## config.mk

```make
export PLATFORM = sky130hd
export DESIGN_NAME = four_phase_relay
export DESIGN_NICKNAME = d
export VERILOG_FILES = /design/src/rtl/relay_pkg.sv /design/src/rtl/relay_in_chan.sv /design/src/rtl/relay_out_chan.sv /design/src/rtl/relay_rules.sv /design/src/rtl/four_phase_relay.sv
export SDC_FILE = /design/constraint.sdc
export NUM_CORES = 1
export LEC_CHECK = 0
export ABC_AREA = 0
export BUFFER_PORTS_ARGS = -buffer_cell sky130_fd_sc_hd__clkbuf_2
export CAP_MARGIN = 20
export CORE_UTILIZATION = 37
export CTS_BUF_LIST = sky130_fd_sc_hd__clkbuf_8
export CTS_CLUSTER_DIAMETER = 80
export DETAILED_ROUTE_END_ITERATION = 10
export SYNTH_ARGS = -nofsm -noshare
export SYNTH_HDL_FRONTEND = slang
export SYNTH_SLANG_ARGS = --single-unit
```

## constraint.sdc

```tcl
create_clock -name clk -period 2.4 [get_ports clk]
set_input_delay 0.36 -clock clk [delete_from_list [all_inputs] [get_ports clk]]
set_output_delay 0.36 -clock clk [all_outputs]
set_load 0.01 [all_outputs]
```

## src/rtl/relay_pkg.sv

```systemverilog
package relay_pkg;

  // Outcome of the per-cycle rule chain; at most one rule fires.
  typedef enum logic [1:0] {
    RULE_IDLE = 2'd0,
    RULE_EMIT = 2'd1,
    RULE_TAKE = 2'd2
  } rule_e;

endpackage

```

## src/rtl/relay_in_chan.sv

```systemverilog
module relay_in_chan (
  input  logic clk,
  input  logic rst,
  input  logic req_i,
  input  logic take_i,
  output logic ack_o,
  output logic ready_o
);

  logic ack_q;

  // Reset forces the acknowledge high so a pending request is not a token.
  always_ff @(posedge clk) begin
    if (rst) begin
      ack_q <= 1'b1;
    end else if (ack_q && !req_i) begin
      ack_q <= 1'b0;
    end else if (take_i) begin
      ack_q <= 1'b1;
    end
  end

  assign ack_o   = ack_q;
  assign ready_o = req_i && !ack_q;

  assert_take_legal_R4: assert property (@(posedge clk) disable iff (rst)
    take_i |-> (req_i && !ack_q));

  assert_take_ack_R4: assert property (@(posedge clk) disable iff (rst)
    take_i |=> ack_q);

  assert_ack_release_R5: assert property (@(posedge clk) disable iff (rst)
    (ack_q && !req_i) |=> !ack_q);

  assert_ack_fall_R10: assert property (@(posedge clk) disable iff (rst)
    $fell(ack_q) |-> !$past(req_i));

endmodule

```

## src/rtl/relay_out_chan.sv

```systemverilog
module relay_out_chan #(
  parameter int DATA_W    = 8,
  parameter bit KEEP_DATA = 1'b0
) (
  input  logic              clk,
  input  logic              rst,
  input  logic              ack_i,
  input  logic              launch_i,
  input  logic [DATA_W-1:0] data_i,
  output logic              req_o,
  output logic [DATA_W-1:0] data_o,
  output logic              idle_o
);

  logic              req_q;
  logic [DATA_W-1:0] data_q;
  logic              done;

  assign done = req_q && ack_i;

  always_ff @(posedge clk) begin
    if (rst) begin
      req_q <= 1'b0;
    end else if (done) begin
      req_q <= 1'b0;
    end else if (launch_i) begin
      req_q <= 1'b1;
    end
  end

  generate
    if (KEEP_DATA) begin : g_keep
      always_ff @(posedge clk) begin
        if (!rst && !done && launch_i) data_q <= data_i;
      end
    end else begin : g_clear
      always_ff @(posedge clk) begin
        if (rst || done) begin
          data_q <= '0;
        end else if (launch_i) begin
          data_q <= data_i;
        end
      end

      assert_data_clear_R7: assert property (@(posedge clk) disable iff (rst)
        (req_q && ack_i) |=> (data_q == '0));
    end
  endgenerate

  assign req_o  = req_q;
  assign data_o = data_q;
  assign idle_o = !req_q && !ack_i;

  assert_launch_legal_R6: assert property (@(posedge clk) disable iff (rst)
    launch_i |-> (!req_q && !ack_i));

  assert_launch_data_R6: assert property (@(posedge clk) disable iff (rst)
    launch_i |=> (req_q && data_q == $past(data_i)));

  assert_req_hold_R6: assert property (@(posedge clk) disable iff (rst)
    (req_q && !ack_i) |=> (req_q && $stable(data_q)));

  assert_req_drop_R7: assert property (@(posedge clk) disable iff (rst)
    (req_q && ack_i) |=> !req_q);

  assert_req_fall_R10: assert property (@(posedge clk) disable iff (rst)
    $fell(req_q) |-> $past(ack_i));

endmodule

```

## src/rtl/relay_rules.sv

```systemverilog
module relay_rules
  import relay_pkg::*;
(
  input  logic  full_i,
  input  logic  out_idle_i,
  input  logic  in_ready_i,
  output rule_e rule_o
);

  // Strict priority chain: the first rule whose triggers all hold wins.
  always_comb begin
    if (full_i && out_idle_i) begin
      rule_o = RULE_EMIT;
    end else if (!full_i && in_ready_i) begin
      rule_o = RULE_TAKE;
    end else begin
      rule_o = RULE_IDLE;
    end
  end

endmodule

```

## src/rtl/four_phase_relay.sv

```systemverilog
module four_phase_relay
  import relay_pkg::*;
#(
  parameter int              DATA_W    = 8,
  parameter bit              INIT_FULL = 1'b0,
  parameter logic [DATA_W-1:0] INIT_DATA = '0,
  parameter bit              KEEP_DATA = 1'b0
) (
  input  logic              clk,
  input  logic              rst,
  input  logic              in_req,
  input  logic [DATA_W-1:0] in_data,
  output logic              in_ack,
  output logic              out_req,
  output logic [DATA_W-1:0] out_data,
  input  logic              out_ack
);

  logic              full_q;
  logic [DATA_W-1:0] hold_q;
  logic              in_ready;
  logic              out_idle;
  rule_e             rule;
  logic              do_take;
  logic              do_emit;

  relay_in_chan u_in (
    .clk     (clk),
    .rst     (rst),
    .req_i   (in_req),
    .take_i  (do_take),
    .ack_o   (in_ack),
    .ready_o (in_ready)
  );

  relay_rules u_rules (
    .full_i     (full_q),
    .out_idle_i (out_idle),
    .in_ready_i (in_ready),
    .rule_o     (rule)
  );

  assign do_take = (rule == RULE_TAKE);
  assign do_emit = (rule == RULE_EMIT);

  relay_out_chan #(
    .DATA_W    (DATA_W),
    .KEEP_DATA (KEEP_DATA)
  ) u_out (
    .clk      (clk),
    .rst      (rst),
    .ack_i    (out_ack),
    .launch_i (do_emit),
    .data_i   (hold_q),
    .req_o    (out_req),
    .data_o   (out_data),
    .idle_o   (out_idle)
  );

  // Token storage: the occupancy flag is filled by take and drained by emit.
  always_ff @(posedge clk) begin
    if (rst) begin
      full_q <= INIT_FULL;
      hold_q <= INIT_DATA;
    end else begin
      unique case (rule)
        RULE_EMIT: full_q <= 1'b0;
        RULE_TAKE: begin
          full_q <= 1'b1;
          hold_q <= in_data;
        end
        default: ;
      endcase
    end
  end

  // Port-level occupancy tracking for the capacity check.
  logic       ack_d;
  logic       req_d;
  logic [1:0] bal_q;

  always_ff @(posedge clk) begin
    if (rst) begin
      ack_d <= 1'b1;
      req_d <= 1'b0;
      bal_q <= 2'(INIT_FULL);
    end else begin
      ack_d <= in_ack;
      req_d <= out_req;
      bal_q <= bal_q + 2'(in_ack && !ack_d) - 2'(out_req && !req_d);
    end
  end

  assert_capacity_R9: assert property (@(posedge clk) disable iff (rst)
    bal_q <= 2'd1);

  assert_single_rule_R11: assert property (@(posedge clk) disable iff (rst)
    !($rose(in_ack) && $rose(out_req)));

  assert_full_blocks_take_R9: assert property (@(posedge clk) disable iff (rst)
    (full_q && in_ready) |=> !$rose(in_ack));

endmodule

```

==> impl_metrics.json <==
{
  "finish.cell_count_without_fillers": 125,
  "wl_per_cell_um": 12.8,
  "grt_pass1_vias": 627,
  "syn_to_final_growth_pct": 18.0,
  "cp-end-kind": "flip-flop",
  "vias_per_cell": 5.24,
  "critPathMaxStageDelay_ns": 0.56,
  "regArea_um2": 380,
  "start_util_pct": 40.0,
  "clkTransAtPathRegs_ns": 0.07,
  "start_kind": "flip-flop",
  "fillers": 196,
  "cts_sinks": 19,
  "max_freq_ghz": 0.710,
  "synth_area_um2": 793,
  "synth_xor_area_share_pct": 0,
  "dp_hpwl_um": 1060,
  "fin_ws_ns": 0.992,
  "io_buffers": 21,
  "internal_power_mw": 0.455,
  "cts_tree": "yes",
  "yosysWarningCount": 0,
  "async_reset_ff_share_pct": 0,
  "synth_cells": 79,
  "synth_most_common_cell": "dfxtp_1",
  "dpl_worst_slack_ns": 1.07,
  "via_count": 655,
  "p_comb_share_pct": 6.8,
  "worstHoldPathType": "primary input to flip-flop",
  "min_period_over_period_pct": 58.7,
  "track_usage_pct": 15.2,
  "ys.flop_type": "dfxtp_1",
  "drive_above_1_share_pct": 28.6,
  "cellLeakagePower_nw": 0.353,
  "h-tree-depth": 1,
  "finClkSkew_ns": 0.00126,
  "synthAdderAreaFrac_pct": 0,
  "die_area_mm2": 0.00233,
  "core-area_mm2": 0.00198,
  "drv_cap": 0,
  "netlist-cell-type-count": 21,
  "cp_top_family": "flip-flops",
  "yosys.area.top_type": "dfxtp_1",
  "cp.depth": 3,
  "clock_power_share_pct": 36.4,
  "powerDensity_mw_per_mm2": 621,
  "root_buffer": "clkbuf_8",
  "grt_overflow": 0,
  "dieWidth_um": 48.3,
  "synth-compound-area-share_pct": 16.1,
  "wl_um": 1600,
  "diodes": 0,
  "crit_chain": "nor2b_1, a32oi_1, a21oi_1",
  "ff2ff_path_depth": 3,
  "status": "finished, final reports clean",
  "first_iter_violations": 18,
  "critPathSlowestCell": "dfxtp_1",
  "cp.buffers_inverters": 0,
  "final_net_count": 111,
  "synth_top_area_share_pct": 47.9,
  "final_hold_viol_count": 0,
  "min_period_ns": 1.41,
  "relSlewSlack_pct": 65.3,
  "ys_seq_area_share_pct": 47.9,
  "muxShareOfSynthArea_pct": 10.1,
  "rows": 16,
  "cts_resized": 0,
  "swShare_pct": 21.8,
  "finalSetupTns_ns": 0,
  "tightest_slew_ns": 0.519,
  "crit_type": "flip-flop to flip-flop",
  "post-route-drc-count": 0,
  "rsz0062_at_grt": "no",
  "clockBufferDepth": 2,
  "synth_edf_count": 0,
  "io_pins": 22,
  "drt_pass1_iterations": 4,
  "cts_setup_buffers": 0,
  "ant_nets": 0,
  "required_ns": 2.58,
  "synth_top_family_by_area": "simple AND/OR/NAND/NOR gates",
  "grt_pass1_wl_um": 2740,
  "final_util_pct": 47.2,
  "synth_simple_gate_area_share_pct": 19.7,
  "grt_max_degree": 20,
  "synth_common_cells": "dfxtp_1, nor2_1, nand3b_1",
  "cts-buffers-inserted": 3,
  "multi_input_area_um2": 364,
  "fp.dieH_um": 48.3,
  "power_frac_seq_pct": 56.8,
  "syn_area_per_cell_um2": 10.0,
  "dp.cells": 121,
  "total_power_mw": 0.581,
  "crit_path_max_fanout": 15,
  "vdd_ir_drop_max_v": 0.000442,
  "ys_ff_latch": 19,
  "arrival_ns": 1.59,
  "antenna_found_initial": 0,
  "place_congestion": 0.763,
  "cts_hold_buf": 0,
  "syn_nets": 91,
  "finalSetupViolations": 0,
  "min_path_cells": 2,
  "p_switching_mw": 0.127,
  "netlist_top_cells_area": "dfxtp_1, mux2i_1, nand3b_1, a32oi_1, nor2_1",
  "drv_slew": 0,
  "clock_latency_ns": 0.25
}
-- registers in the layout, summed over array words and instances (netlist names) --
name / flops
full_q: 1
hold_q: 8
u_in.ack_o: 1
u_out.data_o: 8
u_out.req_o: 1
-- final timing paths --
check,start,end,slack (ns)
worst max register to register,u_out.req_o,u_out.data_o[3],0.99
worst max-delay path,u_out.req_o,u_out.data_o[3],0.99
worst min-delay path,in_req,u_in.ack_o,0.31
worst min register to register,u_out.data_o[0],u_out.data_o[0],0.50
-- layer usage --
metal  share of wire, %  global-route usage [%]
met5                  0                       0
met4               0.50                    4.41
met3                7.6                    7.23
met2                 46                    23.5
met1                 46                    18.9
-- cell families (layout without fill, tap and decap cells) --
kind of cell | after synthesis | after routing
AO/OA/AOI/OAI | 18 | 18
buffers and inverters | 7 | 26
flip-flops | 19 | 19
multiplexers | 8 | 8
AND/OR/NAND/NOR | 27 | 27
-- cell type report --
| type | count | area share, % |
|---|---|---|
| flip-flops and latches | 19 | 40.6 |
| multi-input cells | 53 | 38.9 |
| repair buffers | 22 | 12.0 |
| clock buffers | 3 | 4.41 |
| well taps | 27 | 3.61 |
| clock inverters | 1 | 0.401 |
-- through the flow --
step           cell area [um2]  hold slack, ns
2_1_floorplan              793           0.439
3_3_place_gp               891           0.484
3_5_place_dp               891           0.490
4_1_cts                    936           0.310
5_1_grt                    936           0.307
6_report                   936           0.310
-- power groups by stage --
stage | Combinational, mW | Sequential [mW] | Clock [mW]
after floorplan | 0.0282 | 0.334 | 0
after global placement | 0.0386 | 0.337 | 0
after detailed placement | 0.0397 | 0.337 | 0
after CTS | 0.0398 | 0.330 | 0.218
after global routing | 0.0440 | 0.331 | 0.239
final | 0.0394 | 0.330 | 0.212
-- cells in the final DEF, fill, tap and decap left out --
master     n
clkbuf_2  21
dfxtp_1   19
nor2_1    11
nand3b_1   9
mux2i_1    8
a32oi_1    7
a21oi_1    7
clkbuf_8   3
a21o_1     2
nor3b_2    1
o21a_1     1
nand2b_1   1
nor2_2     1
nor2b_1    1
nand2_1    1
a21oi_2    1
or2b_1     1
nor3_1     1
inv_1      1
buf_4      1
(Power assumes the default switching activity.)
